[config.mk]
export PLATFORM = sky130hd
export DESIGN_NAME = ptx_tlb
export DESIGN_NICKNAME = d
export VERILOG_FILES = /design/src/rtl/ptx_pkg.sv /design/src/rtl/ptx_cam.sv /design/src/rtl/ptx_victim.sv /design/src/rtl/ptx_walker.sv /design/src/rtl/ptx_tlb.sv
export SDC_FILE = /design/constraint.sdc
export NUM_CORES = 1
export LEC_CHECK = 0
export ABC_CLOCK_PERIOD_IN_PS = 5800
export BUFFER_PORTS_ARGS = -buffer_cell sky130_fd_sc_hd__buf_2
export CAP_MARGIN = 20
export CELL_PAD_IN_SITES_DETAIL_PLACEMENT = 1
export CELL_PAD_IN_SITES_GLOBAL_PLACEMENT = 2
export CORE_ASPECT_RATIO = 0.7
export CORE_UTILIZATION = 40
export DETAILED_ROUTE_END_ITERATION = 8
export PLACE_DENSITY = 0.86
export RECOVER_POWER = 50
export SLEW_MARGIN = 20
export SYNTH_ARGS = -nofsm -noshare
export SYNTH_HDL_FRONTEND = slang
export SYNTH_HIERARCHICAL = 1
export SYNTH_SLANG_ARGS = --single-unit
[constraint.sdc]
create_clock -name clk -period 5.8 [get_ports clk]
set_input_delay 0.58 -clock clk [delete_from_list [all_inputs] [get_ports clk]]
set_output_delay 0.58 -clock clk [all_outputs]
set_load 0.02 [all_outputs]
[src/rtl/ptx_pkg.sv]
package ptx_pkg;
  typedef enum logic [2:0] {
    W_IDLE,
    W_READ,
    W_BACK,
    W_FILL,
    W_RETRY
  } walk_st_t;

  // status bit positions above the physical page number field
  localparam int unsigned REF_OFS = 0;
  localparam int unsigned DRT_OFS = 1;
  localparam int unsigned PRS_OFS = 2;
endpackage

[src/rtl/ptx_cam.sv]
module ptx_cam #(
  parameter int unsigned ENTRIES = 16,
  parameter int unsigned VPN_W   = 10,
  parameter int unsigned PPN_W   = 12,
  localparam int unsigned IDX_W  = $clog2(ENTRIES)
) (
  input  logic               clk,
  input  logic               rst,
  input  logic [VPN_W-1:0]   lk_vpn,
  output logic [ENTRIES-1:0] match_vec,
  output logic               hit,
  output logic [IDX_W-1:0]   hit_idx,
  output logic [PPN_W-1:0]   hit_ppn,
  input  logic               upd_en,
  input  logic [IDX_W-1:0]   upd_idx,
  input  logic               upd_wr,
  input  logic               ins_en,
  input  logic [IDX_W-1:0]   ins_idx,
  input  logic [VPN_W-1:0]   ins_vpn,
  input  logic [PPN_W-1:0]   ins_ppn,
  input  logic               ins_ref,
  input  logic               ins_dirty,
  input  logic               ref_clr,
  output logic [ENTRIES-1:0] ref_vec,
  input  logic [IDX_W-1:0]   rd_idx,
  output logic               rd_valid,
  output logic               rd_chg,
  output logic               rd_ref,
  output logic               rd_dirty,
  output logic [VPN_W-1:0]   rd_vpn,
  output logic [PPN_W-1:0]   rd_ppn
);
  logic [VPN_W-1:0]   vpn_arr [ENTRIES];
  logic [PPN_W-1:0]   ppn_arr [ENTRIES];
  logic [ENTRIES-1:0] val_vec;
  logic [ENTRIES-1:0] chg_vec;
  logic [ENTRIES-1:0] drt_vec;

  for (genvar i = 0; i < ENTRIES; i++) begin : g_slot
    logic             v_q, r_q, d_q, c_q;
    logic [VPN_W-1:0] vpn_q;
    logic [PPN_W-1:0] ppn_q;
    logic             ins_me, upd_me;

    assign ins_me = ins_en && (ins_idx == IDX_W'(i));
    assign upd_me = upd_en && (upd_idx == IDX_W'(i));

    always_ff @(posedge clk) begin
      if (rst) begin
        v_q <= 1'b0;
        r_q <= 1'b0;
        d_q <= 1'b0;
        c_q <= 1'b0;
      end else if (ins_me) begin
        v_q <= 1'b1;
        r_q <= ins_ref;
        d_q <= ins_dirty;
        c_q <= 1'b0;
      end else if (upd_me) begin
        r_q <= 1'b1;
        d_q <= d_q | upd_wr;
        c_q <= c_q | ~r_q | (upd_wr & ~d_q);
      end else if (ref_clr) begin
        r_q <= 1'b0;
      end
    end

    always_ff @(posedge clk) begin
      if (ins_me) begin
        vpn_q <= ins_vpn;
        ppn_q <= ins_ppn;
      end
    end

    assign vpn_arr[i]   = vpn_q;
    assign ppn_arr[i]   = ppn_q;
    assign val_vec[i]   = v_q;
    assign ref_vec[i]   = r_q;
    assign drt_vec[i]   = d_q;
    assign chg_vec[i]   = c_q;
    assign match_vec[i] = v_q && (vpn_q == lk_vpn);
  end

  always_comb begin
    hit_idx = '0;
    for (int i = 0; i < ENTRIES; i++) begin
      if (match_vec[i]) hit_idx = IDX_W'(i);
    end
  end

  assign hit      = |match_vec;
  assign hit_ppn  = ppn_arr[hit_idx];
  assign rd_valid = val_vec[rd_idx];
  assign rd_chg   = chg_vec[rd_idx];
  assign rd_ref   = ref_vec[rd_idx];
  assign rd_dirty = drt_vec[rd_idx];
  assign rd_vpn   = vpn_arr[rd_idx];
  assign rd_ppn   = ppn_arr[rd_idx];
endmodule

[src/rtl/ptx_victim.sv]
module ptx_victim #(
  parameter int unsigned ENTRIES = 16,
  localparam int unsigned IDX_W  = $clog2(ENTRIES)
) (
  input  logic               clk,
  input  logic               rst,
  input  logic [ENTRIES-1:0] ref_vec,
  input  logic               take,
  output logic [IDX_W-1:0]   victim_idx
);
  logic [IDX_W-1:0] rr_q;
  logic [IDX_W-1:0] first_clr;
  logic             all_set;

  always_comb begin
    first_clr = '0;
    for (int i = ENTRIES - 1; i >= 0; i--) begin
      if (!ref_vec[i]) first_clr = IDX_W'(i);
    end
  end

  assign all_set    = &ref_vec;
  assign victim_idx = all_set ? rr_q : first_clr;

  always_ff @(posedge clk) begin
    if (rst) begin
      rr_q <= '0;
    end else if (take && all_set) begin
      rr_q <= (rr_q == IDX_W'(ENTRIES - 1)) ? '0 : rr_q + IDX_W'(1);
    end
  end
endmodule

[src/rtl/ptx_walker.sv]
module ptx_walker
  import ptx_pkg::*;
#(
  parameter int unsigned ENTRIES = 16,
  parameter int unsigned VPN_W   = 10,
  parameter int unsigned PPN_W   = 12,
  parameter int unsigned PA_W    = 16,
  localparam int unsigned IDX_W  = $clog2(ENTRIES),
  localparam int unsigned PTE_W  = PPN_W + 3
) (
  input  logic             clk,
  input  logic             rst,
  input  logic             req_valid,
  output logic             req_ready,
  input  logic [VPN_W-1:0] req_vpn,
  input  logic             req_write,
  input  logic [PA_W-1:0]  ptbr,
  output logic [VPN_W-1:0] lk_vpn,
  input  logic             hit,
  input  logic [PPN_W-1:0] hit_ppn,
  output logic             upd_en,
  output logic             upd_wr,
  input  logic [IDX_W-1:0] victim_idx,
  input  logic             vic_valid,
  input  logic             vic_chg,
  input  logic             vic_ref,
  input  logic             vic_dirty,
  input  logic [VPN_W-1:0] vic_vpn,
  input  logic [PPN_W-1:0] vic_ppn,
  output logic             take,
  output logic             ins_en,
  output logic [IDX_W-1:0] ins_idx,
  output logic [VPN_W-1:0] ins_vpn,
  output logic [PPN_W-1:0] ins_ppn,
  output logic             ins_ref,
  output logic             ins_dirty,
  output logic             resp_valid,
  output logic [PPN_W-1:0] resp_ppn,
  output logic             resp_fault,
  output logic             mem_req,
  output logic             mem_we,
  output logic [PA_W-1:0]  mem_addr,
  output logic [PTE_W-1:0] mem_wdata,
  input  logic             mem_ack,
  input  logic [PTE_W-1:0] mem_rdata
);
  walk_st_t         st;
  logic [VPN_W-1:0] held_vpn;
  logic             held_wr;
  logic [PPN_W-1:0] ld_ppn;
  logic             ld_ref, ld_dirty;
  logic [IDX_W-1:0] vic_q;
  logic             ld_present;

  assign req_ready  = (st == W_IDLE);
  assign lk_vpn     = (st == W_IDLE) ? req_vpn : held_vpn;
  assign upd_en     = hit && (((st == W_IDLE) && req_valid) || (st == W_RETRY));
  assign upd_wr     = (st == W_IDLE) ? req_write : held_wr;
  assign ld_present = mem_rdata[PPN_W + PRS_OFS];
  assign take       = (st == W_READ) && mem_ack && ld_present;
  assign ins_en     = (st == W_FILL);
  assign ins_idx    = vic_q;
  assign ins_vpn    = held_vpn;
  assign ins_ppn    = ld_ppn;
  assign ins_ref    = ld_ref;
  assign ins_dirty  = ld_dirty;

  always_ff @(posedge clk) begin
    if (rst) begin
      st         <= W_IDLE;
      resp_valid <= 1'b0;
      resp_ppn   <= '0;
      resp_fault <= 1'b0;
      mem_req    <= 1'b0;
      mem_we     <= 1'b0;
      mem_addr   <= '0;
      mem_wdata  <= '0;
      held_vpn   <= '0;
      held_wr    <= 1'b0;
      ld_ppn     <= '0;
      ld_ref     <= 1'b0;
      ld_dirty   <= 1'b0;
      vic_q      <= '0;
    end else begin
      resp_valid <= 1'b0;
      unique case (st)
        W_IDLE: begin
          if (req_valid) begin
            held_vpn <= req_vpn;
            held_wr  <= req_write;
            if (hit) begin
              resp_valid <= 1'b1;
              resp_fault <= 1'b0;
              resp_ppn   <= hit_ppn;
            end else begin
              mem_req  <= 1'b1;
              mem_we   <= 1'b0;
              mem_addr <= ptbr + PA_W'(req_vpn);
              st       <= W_READ;
            end
          end
        end
        W_READ: begin
          if (mem_ack) begin
            mem_req  <= 1'b0;
            ld_ppn   <= mem_rdata[PPN_W-1:0];
            ld_ref   <= mem_rdata[PPN_W + REF_OFS];
            ld_dirty <= mem_rdata[PPN_W + DRT_OFS];
            vic_q    <= victim_idx;
            if (!ld_present) begin
              resp_valid <= 1'b1;
              resp_fault <= 1'b1;
              resp_ppn   <= '0;
              st         <= W_IDLE;
            end else if (vic_valid && vic_chg) begin
              mem_req   <= 1'b1;
              mem_we    <= 1'b1;
              mem_addr  <= ptbr + PA_W'(vic_vpn);
              mem_wdata <= {1'b1, vic_dirty, vic_ref, vic_ppn};
              st        <= W_BACK;
            end else begin
              st <= W_FILL;
            end
          end
        end
        W_BACK: begin
          if (mem_ack) begin
            mem_req <= 1'b0;
            mem_we  <= 1'b0;
            st      <= W_FILL;
          end
        end
        W_FILL: st <= W_RETRY;
        W_RETRY: begin
          if (hit) begin
            resp_valid <= 1'b1;
            resp_fault <= 1'b0;
            resp_ppn   <= hit_ppn;
            st         <= W_IDLE;
          end else begin
            mem_req  <= 1'b1;
            mem_we   <= 1'b0;
            mem_addr <= ptbr + PA_W'(held_vpn);
            st       <= W_READ;
          end
        end
        default: st <= W_IDLE;
      endcase
    end
  end
endmodule

[src/rtl/ptx_tlb.sv]
module ptx_tlb #(
  parameter int unsigned ENTRIES = 16,
  parameter int unsigned VPN_W   = 10,
  parameter int unsigned PPN_W   = 12,
  parameter int unsigned PA_W    = 16,
  localparam int unsigned IDX_W  = $clog2(ENTRIES),
  localparam int unsigned PTE_W  = PPN_W + 3
) (
  input  logic             clk,
  input  logic             rst,
  input  logic             req_valid,
  output logic             req_ready,
  input  logic [VPN_W-1:0] req_vpn,
  input  logic             req_write,
  input  logic [PA_W-1:0]  ptbr,
  input  logic             ref_clear,
  output logic             resp_valid,
  output logic [PPN_W-1:0] resp_ppn,
  output logic             resp_fault,
  output logic             mem_req,
  output logic             mem_we,
  output logic [PA_W-1:0]  mem_addr,
  output logic [PTE_W-1:0] mem_wdata,
  input  logic             mem_ack,
  input  logic [PTE_W-1:0] mem_rdata
);
  logic [VPN_W-1:0]   lk_vpn;
  logic [ENTRIES-1:0] match_vec;
  logic               hit;
  logic [IDX_W-1:0]   hit_idx;
  logic [PPN_W-1:0]   hit_ppn;
  logic               upd_en, upd_wr;
  logic               ins_en, ins_ref, ins_dirty;
  logic [IDX_W-1:0]   ins_idx;
  logic [VPN_W-1:0]   ins_vpn;
  logic [PPN_W-1:0]   ins_ppn;
  logic [ENTRIES-1:0] ref_vec;
  logic [IDX_W-1:0]   victim_idx;
  logic               take;
  logic               vic_valid, vic_chg, vic_ref, vic_dirty;
  logic [VPN_W-1:0]   vic_vpn;
  logic [PPN_W-1:0]   vic_ppn;

  ptx_cam #(.ENTRIES(ENTRIES), .VPN_W(VPN_W), .PPN_W(PPN_W)) u_cam (
    .clk(clk), .rst(rst), .lk_vpn(lk_vpn), .match_vec(match_vec),
    .hit(hit), .hit_idx(hit_idx), .hit_ppn(hit_ppn),
    .upd_en(upd_en), .upd_idx(hit_idx), .upd_wr(upd_wr),
    .ins_en(ins_en), .ins_idx(ins_idx), .ins_vpn(ins_vpn), .ins_ppn(ins_ppn),
    .ins_ref(ins_ref), .ins_dirty(ins_dirty), .ref_clr(ref_clear),
    .ref_vec(ref_vec), .rd_idx(victim_idx), .rd_valid(vic_valid),
    .rd_chg(vic_chg), .rd_ref(vic_ref), .rd_dirty(vic_dirty),
    .rd_vpn(vic_vpn), .rd_ppn(vic_ppn)
  );

  ptx_victim #(.ENTRIES(ENTRIES)) u_vic (
    .clk(clk), .rst(rst), .ref_vec(ref_vec), .take(take),
    .victim_idx(victim_idx)
  );

  ptx_walker #(.ENTRIES(ENTRIES), .VPN_W(VPN_W), .PPN_W(PPN_W), .PA_W(PA_W)) u_walk (
    .clk(clk), .rst(rst), .req_valid(req_valid), .req_ready(req_ready),
    .req_vpn(req_vpn), .req_write(req_write), .ptbr(ptbr), .lk_vpn(lk_vpn),
    .hit(hit), .hit_ppn(hit_ppn), .upd_en(upd_en), .upd_wr(upd_wr),
    .victim_idx(victim_idx), .vic_valid(vic_valid), .vic_chg(vic_chg),
    .vic_ref(vic_ref), .vic_dirty(vic_dirty), .vic_vpn(vic_vpn),
    .vic_ppn(vic_ppn), .take(take), .ins_en(ins_en), .ins_idx(ins_idx),
    .ins_vpn(ins_vpn), .ins_ppn(ins_ppn), .ins_ref(ins_ref),
    .ins_dirty(ins_dirty), .resp_valid(resp_valid), .resp_ppn(resp_ppn),
    .resp_fault(resp_fault), .mem_req(mem_req), .mem_we(mem_we),
    .mem_addr(mem_addr), .mem_wdata(mem_wdata), .mem_ack(mem_ack),
    .mem_rdata(mem_rdata)
  );
endmodule

======== After elaboration in Yosys (flattened, before gate mapping) ========
Cells that the tools add are included.
cells by class
  add/sub/neg operators ................... 4
  $lt $le $gt $ge ......................... 3
  equal/unequal tests ..................... 59
  muxes and demuxes ....................... 160
  bitwise logic cells ..................... 98
  reduce and logical (&&, ||, !) cells .... 118
operators by type and width
  kind                                                                   count
  10-bit equality test                                                   16
  4-bit two-way mux                                                      26
  12-bit binary-select mux with 4-bit select                             2
  12-bit two-way mux                                                     8
  16-bit two-way mux                                                     6
  1-bit two-way mux                                                      92
  4-bit equality test, second input constant                             17
  1-bit logical AND                                                      54
  3-bit nonzero test                                                     17
  16-bit by 10-bit adder with 16-bit output                              3
  1-bit bitwise OR                                                       48
  16-bit one-hot mux with 3 select lines                                 1
  10-bit binary-select mux with 4-bit select                             1
  12-bit one-hot mux with 3 select lines                                 1
  4-bit by 3-bit equality test with 1-bit output, second input constant  8
  1-bit NOT                                                              32
  2-bit nonzero test                                                     16
  2-bit OR reduction                                                     16
  10-bit two-way mux                                                     3
  3-bit two-way mux                                                      9
  1-bit bitwise AND                                                      16
  1-bit binary-select mux with 4-bit select                              4
  4-bit by 2-bit equality test with 1-bit output, second input constant  4
  2-bit != test, second input constant                                   8
  22 further kinds                                                       34
storage, ports and cells
  register bits ........................... 499
  bits of input ports ..................... 47
  word-level logic and storage cells ...... 553

======== Logic depth before layout (Yosys ltp) ========
Gate-level depths: netlist (run 1).
  depth after elaboration ................. 26
  depth in mapped cells ................... 24
  depth with buffers taken out ............ 18

======== Hierarchy ========
Netlist (run 1), hierarchy kept.
modules (own cells, without submodules)
  module      times used  cells each  area each (um^2)  sequential area each (um^2)
  ptx_cam     1           1425        20886.3           11851.4
  ptx_walker  1           524         3976.3            1581.5
  ptx_victim  1           57          379.1             80.1

======== Worst setup path before layout (run 1) ========
No wires, ideal clock.
  path type ............................... reg2reg
  from .................................... register u_cam.g_slot[4].r_q
  to ...................................... register u_walk.mem_addr[8]
  library setup time ...................... 0.086 ns
  arrival ................................. 5.396 ns
  data required time ...................... 5.714 ns
  setup slack ............................. 0.318 ns
  stages on the path, launching flop included .. 23
  buffers on the path ..................... 5
  period minus slack after synthesis ...... 5.482 ns
  path through ............................ dfxtp_1 -> buf_4 -> nand4_1 -> nor4_4 -> nand2_1 -> o21ai_0 -> clkbuf_1 -> buf_1 -> clkbuf_1 -> clkbuf_1 -> mux4_2 -> mux4_2 -> nor2_1 -> a21oi_1 -> o22ai_1 -> a21oi_1 -> ha_1 -> fa_1 -> a21o_1 -> a221oi_1 -> a21oi_1 -> xnor2_1 -> a211oi_1
between the ends
  longest elaborated chain between the ends .. 15
ends and longest elaborated chain
  item                                                      RTL line           RTL
  from (decl)                                               ptx_cam.sv:40      logic v_q, r_q, d_q, c_q;
  from (signal assigned)                                    ptx_cam.sv:56      r_q <= ins_ref;
  4-bit two-way mux (5 in series)                           ptx_victim.sv:18   if (!ref_vec[i]) first_clr = IDX_W'(i);
  4-bit two-way mux *                                       ptx_victim.sv:23   assign victim_idx = all_set ? rr_q : first_clr;
  named net victim_idx[1]                                   ptx_tlb.sv:38      logic [IDX_W-1:0] victim_idx;
  4-bit NOT with 5-bit output (not written as such) *       ptx_cam.sv:97      assign rd_vpn = vpn_arr[rd_idx];
  10-bit binary-select mux with 4-bit select *              ptx_cam.sv:97
  10-bit two-way mux (not written as such) * (2 in series)  ptx_cam.sv:97
  named net vic_vpn[0]                                      ptx_tlb.sv:41      logic [VPN_W-1:0] vic_vpn;
  16-bit by 10-bit adder with 16-bit output *               ptx_walker.sv:118  mem_addr <= ptbr + PA_W'(vic_vpn);
  16-bit two-way mux *                                      ptx_walker.sv:115  end else if (vic_valid && vic_chg) begin
  16-bit two-way mux *                                      ptx_walker.sv:110  if (!ld_present) begin
  16-bit two-way mux *                                      ptx_walker.sv:104  if (mem_ack) begin
  16-bit one-hot mux with 3 select lines *                  ptx_walker.sv:86   unique case (st)
  to (signal assigned)                                      ptx_walker.sv:98   mem_addr <= ptbr + PA_W'(req_vpn);
  to (signal assigned)                                      ptx_walker.sv:118
  to (signal assigned)                                      ptx_walker.sv:143  mem_addr <= ptbr + PA_W'(held_vpn);
  to (decl)                                                 ptx_walker.sv:42   output logic [PA_W-1:0] mem_addr,
Mark *: on every way through the listed nets, which the timed path passes. The rest lies on a longest branch. The select of a mux whose other input is x is not followed.
A chain may end at the register's enable or synchronous reset.

======== Worst setup path in the final report (run 1) ========
  from .................................... register u_walk.st[0]
  to ...................................... register u_cam.g_slot[6].d_q
between the ends
  longest elaborated chain between the ends .. 22
ends and longest elaborated chain
  item                                              RTL line           RTL
  from (decl)                                       ptx_walker.sv:47   walk_st_t st;
  from (signal assigned)                            ptx_walker.sv:70   st <= W_IDLE;
  from (signal assigned)                            ptx_walker.sv:99   st <= W_READ;
  from (signal assigned)                            ptx_walker.sv:114  st <= W_IDLE;
  3-bit zero test *                                 ptx_walker.sv:56   assign lk_vpn = (st == W_IDLE) ? req_vpn : held_vpn;
  10-bit two-way mux *                              ptx_walker.sv:56
  named net lk_vpn[8]                               ptx_tlb.sv:27      logic [VPN_W-1:0] lk_vpn;
  10-bit equality test                              ptx_cam.sv:81      assign match_vec[i] = v_q && (vpn_q == lk_vpn);
  1-bit logical AND                                 ptx_cam.sv:81
  1-bit two-way mux                                 ptx_cam.sv:87      if (match_vec[i]) hit_idx = IDX_W'(i);
  2-bit two-way mux (2 in series)                   ptx_cam.sv:87
  3-bit two-way mux (4 in series)                   ptx_cam.sv:87
  4-bit two-way mux (7 in series)                   ptx_cam.sv:87
  4-bit two-way mux *                               ptx_cam.sv:87
  named net hit_idx[0]                              ptx_tlb.sv:30      logic [IDX_W-1:0] hit_idx;
  4-bit by 3-bit equality test with 1-bit output *  ptx_cam.sv:46      assign upd_me = upd_en && (upd_idx == IDX_W'(i));
  1-bit logical AND *                               ptx_cam.sv:46
  2-bit nonzero test (no source line) *             -
  to (signal assigned)                              ptx_cam.sv:57      d_q <= ins_dirty;
  to (signal assigned)                              ptx_cam.sv:61      d_q <= d_q | upd_wr;
  to (decl)                                         ptx_cam.sv:40
Marked as above.

==> out/results.txt, run 1 <==
Antenna-violating nets left -> 0
Final setup TNS -> 0 ns
Initial DRC Count -> 2292
Diode count -> 0
Rel. slew slack -> -93.2%
Crit path largest cell delay -> 0.61 ns
Arr. time, crit path -> 6.04 ns
CTS H-tree depth -> 2
WL/cell -> 30.2 um
Post-synth EDFFs -> 352
F_max -> 181 MHz
Gp weighted congestion -> 0.942
Syn avg cell area -> 12.6 um2
Outcome -> finished with violations
Post-synthesis cell count -> 2006
Worst setup EP type -> flop
Initial antenna violation count -> 3
Final #Nets -> 2149
Cells on worst reg2reg path -> 19
Max-slew violation count -> 109
Row cnt -> 76
Total wire length -> 89300 um
Core box area -> 61900 um2
PD cells -> 282 nW/um2
CTS tree -> built
Max stage delay cell, worst path -> a21oi_4
First-pass GRT wire length -> 130000 um
Critical path cell sequence -> or2_0, nor2_1, buf_4, mux2_2, xnor2_1, nand4_1, nor3_1, and2b_1, or3_4, a21oi_4, a21oi_4, buf_4, inv_1, nand2b_1, nor2_1, a21oi_1, nor2_1, a21oi_1, nor2_1
Inserted Clock Buffers -> 52
Final setup vio count -> 0
DP HPWL -> 61600 um
Overall Global Routing Usage -> 27.9%
Post-synthesis net count -> 2065
Vias in the first global route -> 18800
Starting Density -> 40.8%
Final Power -> 7.98 mW
Final clock skew -> 0.0228 ns
Mapped Area -> 25200 um2
Routed vias/inst -> 6.28
Total Die Area -> 64100 um2
Final Cycle Share -> 95.5%
Critical path type -> flop to flop
Synthesized flop and latch total -> 499
Startpoint Class -> flop
Yosys cell types -> 83
RSZ-0062 raised after global routing -> false
Failing checks -> max-capacitance violations, max-slew violations
Residual DRC count -> 0
Min-delay worst type -> input port to flop
GRT Residual Overflow -> 0
Req. time, crit path -> 6.30 ns
Die height -> 212 um
Clk slew on worst S/H paths -> 0.07 ns
Ys Warns -> 6
Ports -> 95
Critical Path Fanout Max -> 19
Clock buffer depth -> 3
Post-layout min period -> 5.54 ns
Layout cells sized above 1 -> 19.5%
CTS Sinks -> 499
Max Cap Violations -> 3
Die width -> 302 um
Hold Crit Depth -> 3
Final Hold Fails -> 0
CP dominant cell by count -> nor2_1
Port bufs -> 94
Clk_lat worst skew -> 0.62 ns
Sequential share of the synthesized area -> 53.5%
Largest vdd supply drop -> 0.206 mV
Fillers -> 6381
Slew at the pin closest to its max-slew limit -> 2.90 ns
Synth async-reset ratio -> 0%
Clk root buf -> clkbuf_16
Synthesis-to-layout area growth -> 12.1%
1st-pass router iterations -> 7
Leakage -> 8.75 nW
Routed vias -> 18600
Main synth FF type -> edfxtp_1
Largest net degree at the start of global routing -> 62
[sequential cells by signal, summed over array words and instances (netlist names), 3 cells and up]
name	count
u_cam/g_slot.vpn_q	160
u_cam/g_slot.ppn_q	192
u_cam/g_slot.d_q	16
u_walk/ins_vpn	10
u_walk/ins_idx	4
u_vic/rr_q	4
u_cam/g_slot.v_q	16
u_walk/st	3
u_walk/mem_wdata	15
u_walk/resp_ppn	12
u_cam/g_slot.r_q	16
u_cam/g_slot.c_q	16
u_walk/mem_addr	16
u_walk/ins_ppn	12
[synth_stat cells (all sizes together), types with 5 or more instances]
library cell / count / share of area, %
a31oi: 5 / 0.12
or4b: 5 / 0.20
o22ai: 39 / 0.97
edfxtp: 352 / 42
nor3: 63 / 1.4
or3b: 9 / 0.31
nor2: 191 / 2.8
a311oi: 5 / 0.17
mux2i: 85 / 3.4
nand4: 78 / 2.0
nand2b: 8 / 0.23
nand2: 148 / 2.2
a221oi: 13 / 0.53
a21o: 5 / 0.15
mux2: 35 / 1.6
or2: 7 / 0.17
inv: 10 / 0.15
or3: 8 / 0.22
a22o: 12 / 0.42
dfxtp: 147 / 12
ha: 11 / 0.55
a211oi: 14 / 0.42
nand3: 42 / 0.85
nor2b: 5 / 0.12
o21ai: 35 / 0.71
nand3b: 8 / 0.24
a21oi: 178 / 3.6
mux4: 130 / 12
xnor2: 165 / 6.2
nor4: 6 / 0.21
buf: 77 / 2.4
clkbuf: 67 / 1.0
[critical path: cells and delay by family, from the launching register on]
| kind | cells | cell delay, ns |
|---|---|---|
| DFF | 1 | 0.31 |
| buffers and inverters | 3 | 0.83 |
| xor gates and xnor gates | 1 | 0.58 |
| AOI/OAI and AO/OA | 4 | 0.89 |
| and+or+nand+nor | 10 | 2.19 |
| muxes | 1 | 0.58 |
[final cells by class]
cell class	count	area (um2)	share of cell area [%]
clock buffer	81	1530	5.42
sequential	499	13500	47.8
clock inverter	17	140	0.495
timing repair buffer	174	1070	3.77
multi-input combinational	1353	11000	38.8
inverter	10	37.5	0.133
tap	819	1020	3.62
[worst paths after layout]
kind	to	slack, ns	from
worst max-delay path	u_cam/g_slot[6].d_q	0.26	u_walk/st[0]
worst min-delay path	u_walk/ins_ppn[5]	0.20	mem_rdata[5]
worst max register to register	u_cam/g_slot[6].d_q	0.26	u_walk/st[0]
worst min register to register	u_walk/resp_ppn[10]	0.46	u_walk/resp_ppn[10]
[power breakdown]
group          switching (mW)  internal (mW)  leakage, nW  total [mW]
combinational           0.501          0.232         3.70       0.732
sequential             0.0417           3.84         4.24        3.88
clock                    1.46           1.90        0.812        3.36
total                    2.00           5.97         8.75        7.98
[cells in the final DEF, fill, tap and decap left out, types with 30 or more instances in the layout]
cell and count:
buf_2 45, a21oi_1 175, nor2_1 177, dfxtp_1 147
buf_4 61, xnor2_1 149, nand2_1 148, nand4_1 77
clkbuf_16 54, nand3_1 41, clkbuf_1 80, nor3_1 50
mux2_2 30, o21ai_0 30, mux4_2 130, edfxtp_1 352
mux2i_1 85, o22ai_1 39
[timing repair]
item                                    4_1_cts  5_1_grt
hold buffers                                  0        0
endpoints found under the hold margin         0        0
endpoints found under the setup margin        0        8
setup buffers                                 0        2
gates resized for setup                       0        1
[layer usage]
layer  wire length (um)  GRT usage, %  vias up
met5                  0             0        -
met2              38000          40.1     1002
met3               9650          6.79      113
met1              39800          41.9     9643
li1                   -             -     7794
met4               1770          6.60        0
[cells by family after synthesis]
family / share of synthesized area, %
multiplexers: 16.5
AO/OA/AOI/OAI: 7.94
XOR/XNOR: 6.28
AND/OR/NAND/NOR: 11.5
buffers and inverters: 3.54
adder cells (fa/ha/maj): 0.625
flip-flops: 53.5
[per-stage QoR]
step	setup slack (ns)	cell area [um2]	hold slack [ns]	utilization (%)	std cells
2_1_floorplan	0.318	25200	0.434	-	2006
3_3_place_gp	0.572	26700	0.441	43.1	2851
3_5_place_dp	0.328	26700	0.448	43.1	2852
4_1_cts	0.302	28400	0.169	45.8	2950
5_1_grt	0.0369	28300	0.190	45.7	2953
6_report	0.260	28300	0.199	45.7	2953
Note: power is estimated with default switching activity, not from simulation.
==> run 2, diff against run 1 <==
Settings changed: CORE_UTILIZATION 40 to 38, REMOVE_ABC_BUFFERS set to 1, SETUP_SLACK_MARGIN set to 0.05, SYNTH_HIERARCHICAL 1 to unset.
==> out/results.txt, run 2 <==
Outcome -> finished with violations (unchanged)
Failing checks -> max-capacitance violations, max-slew violations (unchanged)
Leakage -> 10.2 nW (was 8.75 nW)
Top post-synthesis cells by area -> edfxtp_1 40%, dfxtp_1 11%, nand2_1 4.9% (was edfxtp_1 42%, dfxtp_1 12%, mux4_2 12%)
Fillers -> 7574 (was 6381)
WL/cell -> 31.7 um (was 30.2 um)
Starting Density -> 38.6% (was 40.8%)
Clk_lat worst skew -> 0.64 ns (was 0.62 ns)
Final clock skew -> 0.0208 ns (was 0.0228 ns)
Clk root buf -> clkbuf_16 (unchanged)
Post-synth EDFFs -> 352 (unchanged)
Synth cell count leaders -> 352 x edfxtp_1, 348 x nand2_1, 147 x dfxtp_1, 147 x nor2_1, 117 x xnor2_1 (was 352 x edfxtp_1, 191 x nor2_1, 176 x a21oi_1)
Critical path type -> flop to flop (unchanged)
Max stage delay cell, worst path -> clkbuf_1 (was a21oi_4)
Commonest non-fill, non-tap cells in the layout -> 352 x edfxtp_1, 348 x nand2_1, 146 x dfxtp_1 (was 352 x edfxtp_1, 177 x nor2_1, 175 x a21oi_1)
Hold_ws -> 0.184 ns (was 0.199 ns)
Diode count -> 0 (unchanged)
Max Cap Violations -> 3 (unchanged)
Critical R2R Launch -> u_walk.ins_vpn[0] (was u_walk/st[0])
Hold Crit Depth -> 3 (unchanged)
Yosys cell types -> 96 (was 83)
Kind of cell adding the most delay to the critical path -> compound AO/OA/AOI/OAI gates (was simple AND/OR/NAND/NOR gates)
Min-delay worst type -> input port to flop (unchanged)
Final worst-path setup slack -> 0.198 ns (was 0.260 ns)
Clk slew on worst S/H paths -> 0.07 ns (about the same)
Reg area -> 13500 um2 (about the same)
Antenna-violating nets left -> 0 (unchanged)
Largest vdd supply drop -> 0.230 mV (was 0.206 mV)
Total wire length -> 112000 um (was 89300 um)
Synthesis-to-layout area growth -> 13.5% (was 12.1%)
Post-layout min period -> 5.60 ns (was 5.54 ns)
Mapped Area -> 26400 um2 (was 25200 um2)
CTS tree -> built (unchanged)
Cells on worst reg2reg path -> 13 (was 19)
Final Cycle Share -> 96.6% (was 95.5%)
Final Hold Fails -> 0 (unchanged)
Largest register by flop count -> u_cam.g_slot.ppn_q (was u_cam/g_slot.ppn_q)
Row cnt -> 80 (was 76)
CTS Hold Bufs -> 0 (unchanged)
Placed cell areas -> 28100 um2 (was 26700 um2)
Rel. slew slack -> -67.4% (was -93.2%)
Multi-input logic area -> 12000 um2 (was 11000 um2)
Initial DRC Count -> 3147 (was 2292)
Arr. time, crit path -> 6.11 ns (was 6.04 ns)
CTS Sinks -> 499 (unchanged)
Startpoint Class -> flop (unchanged)
Total Die Area -> 70600 um2 (was 64100 um2)
Biggest regs -> u_cam.g_slot.ppn_q: 192 flops, u_cam.g_slot.vpn_q: 160 flops (was u_cam/g_slot.ppn_q: 192 flops, u_cam/g_slot.vpn_q: 160 flops)
Critical Path Fanout Max -> 21 (was 19)
Count leader, synth -> edfxtp_1 (unchanged)
Residual DRC count -> 0 (unchanged)
Post-synthesis cell count -> 2475 (was 2006)
Synth async-reset ratio -> 0% (unchanged)
Gp weighted congestion -> 0.984 (was 0.942)
RSZ-0062 raised after global routing -> false (unchanged)
Core box area -> 68500 um2 (was 61900 um2)
F_max -> 179 MHz (was 181 MHz)
Setup WS pre-CTS -> 0.273 ns (was 0.328 ns)
Fin area -> 30000 um2 (was 28300 um2)
Final setup vio count -> 0 (unchanged)
Worst hold path endpoint -> u_walk.ins_ppn[5] (was u_walk/ins_ppn[5])
GRT Residual Overflow -> 0 (unchanged)
Inserted Clock Buffers -> 53 (was 52)
Die height -> 223 um (was 212 um)
Ys Warns -> 0 (was 6)
Req. time, crit path -> 6.31 ns (was 6.30 ns)
Hold Path Origin -> mem_rdata[5] (unchanged)
Worst setup EP type -> flop (unchanged)
PD cells -> 293 nW/um2 (was 282 nW/um2)
Syn avg cell area -> 10.7 um2 (was 12.6 um2)
Die width -> 317 um (was 302 um)
1st-pass router iterations -> 5 (was 7)
Final #Nets -> 2635 (was 2149)
RR Endpoint -> u_walk.resp_ppn[8] (was u_cam/g_slot[6].d_q)
Ports -> 95 (unchanged)
Routed vias -> 22800 (was 18600)
First-pass GRT wire length -> 161000 um (was 130000 um)
Final core utilization -> 43.8% (was 45.7%)
Main synth FF type -> edfxtp_1 (unchanged)
Share of the synthesized area in the top cell type -> 40.0% (was 41.9%)
Largest net degree at the start of global routing -> 80 (was 62)
Sequential share of the synthesized area -> 51.2% (was 53.5%)
Vias in the first global route -> 22900 (was 18800)
DP HPWL -> 75800 um (was 61600 um)
Most common cell after layout, fill and taps aside -> edfxtp_1 (unchanged)
Clock buffer depth -> 3 (unchanged)
Area leader, netlist -> edfxtp_1 (unchanged)
Initial antenna violation count -> 3 (unchanged)
Largest register FFs -> 192 (unchanged)
Final setup TNS -> 0 ns (unchanged)
Worst Path Buf+Inv -> 1 (was 3)
CTS H-tree depth -> 2 (unchanged)
Synthesized flop and latch total -> 499 (unchanged)
Max-slew violation count -> 83 (was 109)
Layout cells sized above 1 -> 13.4% (was 19.5%)
Slew at the pin closest to its max-slew limit -> 2.51 ns (was 2.90 ns)
Port bufs -> 94 (unchanged)
Routed vias/inst -> 6.47 (was 6.28)
R2r setup slk -> 0.20 ns (was 0.26 ns)
Overall Global Routing Usage -> 31.2% (was 27.9%)
Critical path cell sequence -> clkbuf_1, xnor2_1, nand4_1, o22ai_1, nand4b_1, o21ai_1, a2111oi_0, a211o_1, a211o_1, nor2_1, a211oi_1, o31ai_1, o31ai_1 (was or2_0, nor2_1, buf_4, mux2_2, xnor2_1, nand4_1, nor3_1, and2b_1, or3_4, a21oi_4, a21oi_4, buf_4, inv_1, nand2b_1, nor2_1, a21oi_1, nor2_1, a21oi_1, nor2_1)
Crit path largest cell delay -> 1.14 ns (was 0.61 ns)
## run 2: where the power goes
part	internal, mW	total [mW]	switching (mW)
logic	0.358	1.14	0.778
registers	3.87	3.95	0.0757
clock network	2.15	3.71	1.56
## run 2: cell families (layout without fill, tap and decap cells)
family,Yosys count,after routing,share of synthesized area [%]
adders and majority gates,12,12,0.597
and+or+nand+nor,853,853,15.7
muxes,128,128,7.46
buffers and inverters,231,375,3.95
DFF,499,499,51.2
xor gates and xnor gates,193,193,6.40
AOI/OAI and AO/OA,559,560,14.8
## run 2: worst reg2reg max path, delay by kind of cell, from the launching register on
kind	cells	cell delay [ns]
compound gates	8	2.18
xor+xnor	1	0.24
buf+inv	1	1.15
flops	1	0.79
simple gates	3	1.13
## run 2: layout make-up
type	instances	area share (%)
Multi-Input combinational cell	1746	40.0
Clock buffer	75	5.07
Tap cell	902	3.76
Timing Repair Buffer	209	4.07
Sequential cell	499	45.1
Clock inverter	24	1.16
Inverter	67	0.847
## run 2: worst max path at each step
stage                          end  slack, ns            startpoint  depth (start not counted)
5_1_grt        u_walk.resp_ppn[10]       0.06     u_walk.ins_vpn[0]                         13
3_3_place_gp   u_walk.mem_addr[14]       0.27  u_cam.g_slot[14].r_q                         26
4_1_cts        u_walk.mem_addr[14]       0.23   u_cam.g_slot[0].r_q                         25
6_report        u_walk.resp_ppn[8]       0.20     u_walk.ins_vpn[0]                         13
3_5_place_dp   u_walk.mem_addr[14]       0.27   u_cam.g_slot[0].r_q                         25
2_1_floorplan  u_walk.mem_addr[14]      -2.75  u_cam.g_slot[15].r_q                         24
## run 2: per-layer routing
metal	vias to the layer above	track usage, %	part of all wire (%)
met3	240	6.72	11
met5	-	0	0
met4	0	9.74	3.1
met2	1454	45.0	42
met1	11600	46.3	43
li1	9497	-	-
## run 2: stage by stage
step	power [mW]	cells
after global placement	5.11	3417
final	8.79	3522
after detailed placement	5.14	3417
after global routing	9.00	3522
after CTS	8.81	3516
after floorplan	4.63	2311
## run 2: timing repair
action,4_1_cts,5_1_grt
setup endpoints to repair,0,5
resized for setup,0,11
setup buffers,0,5
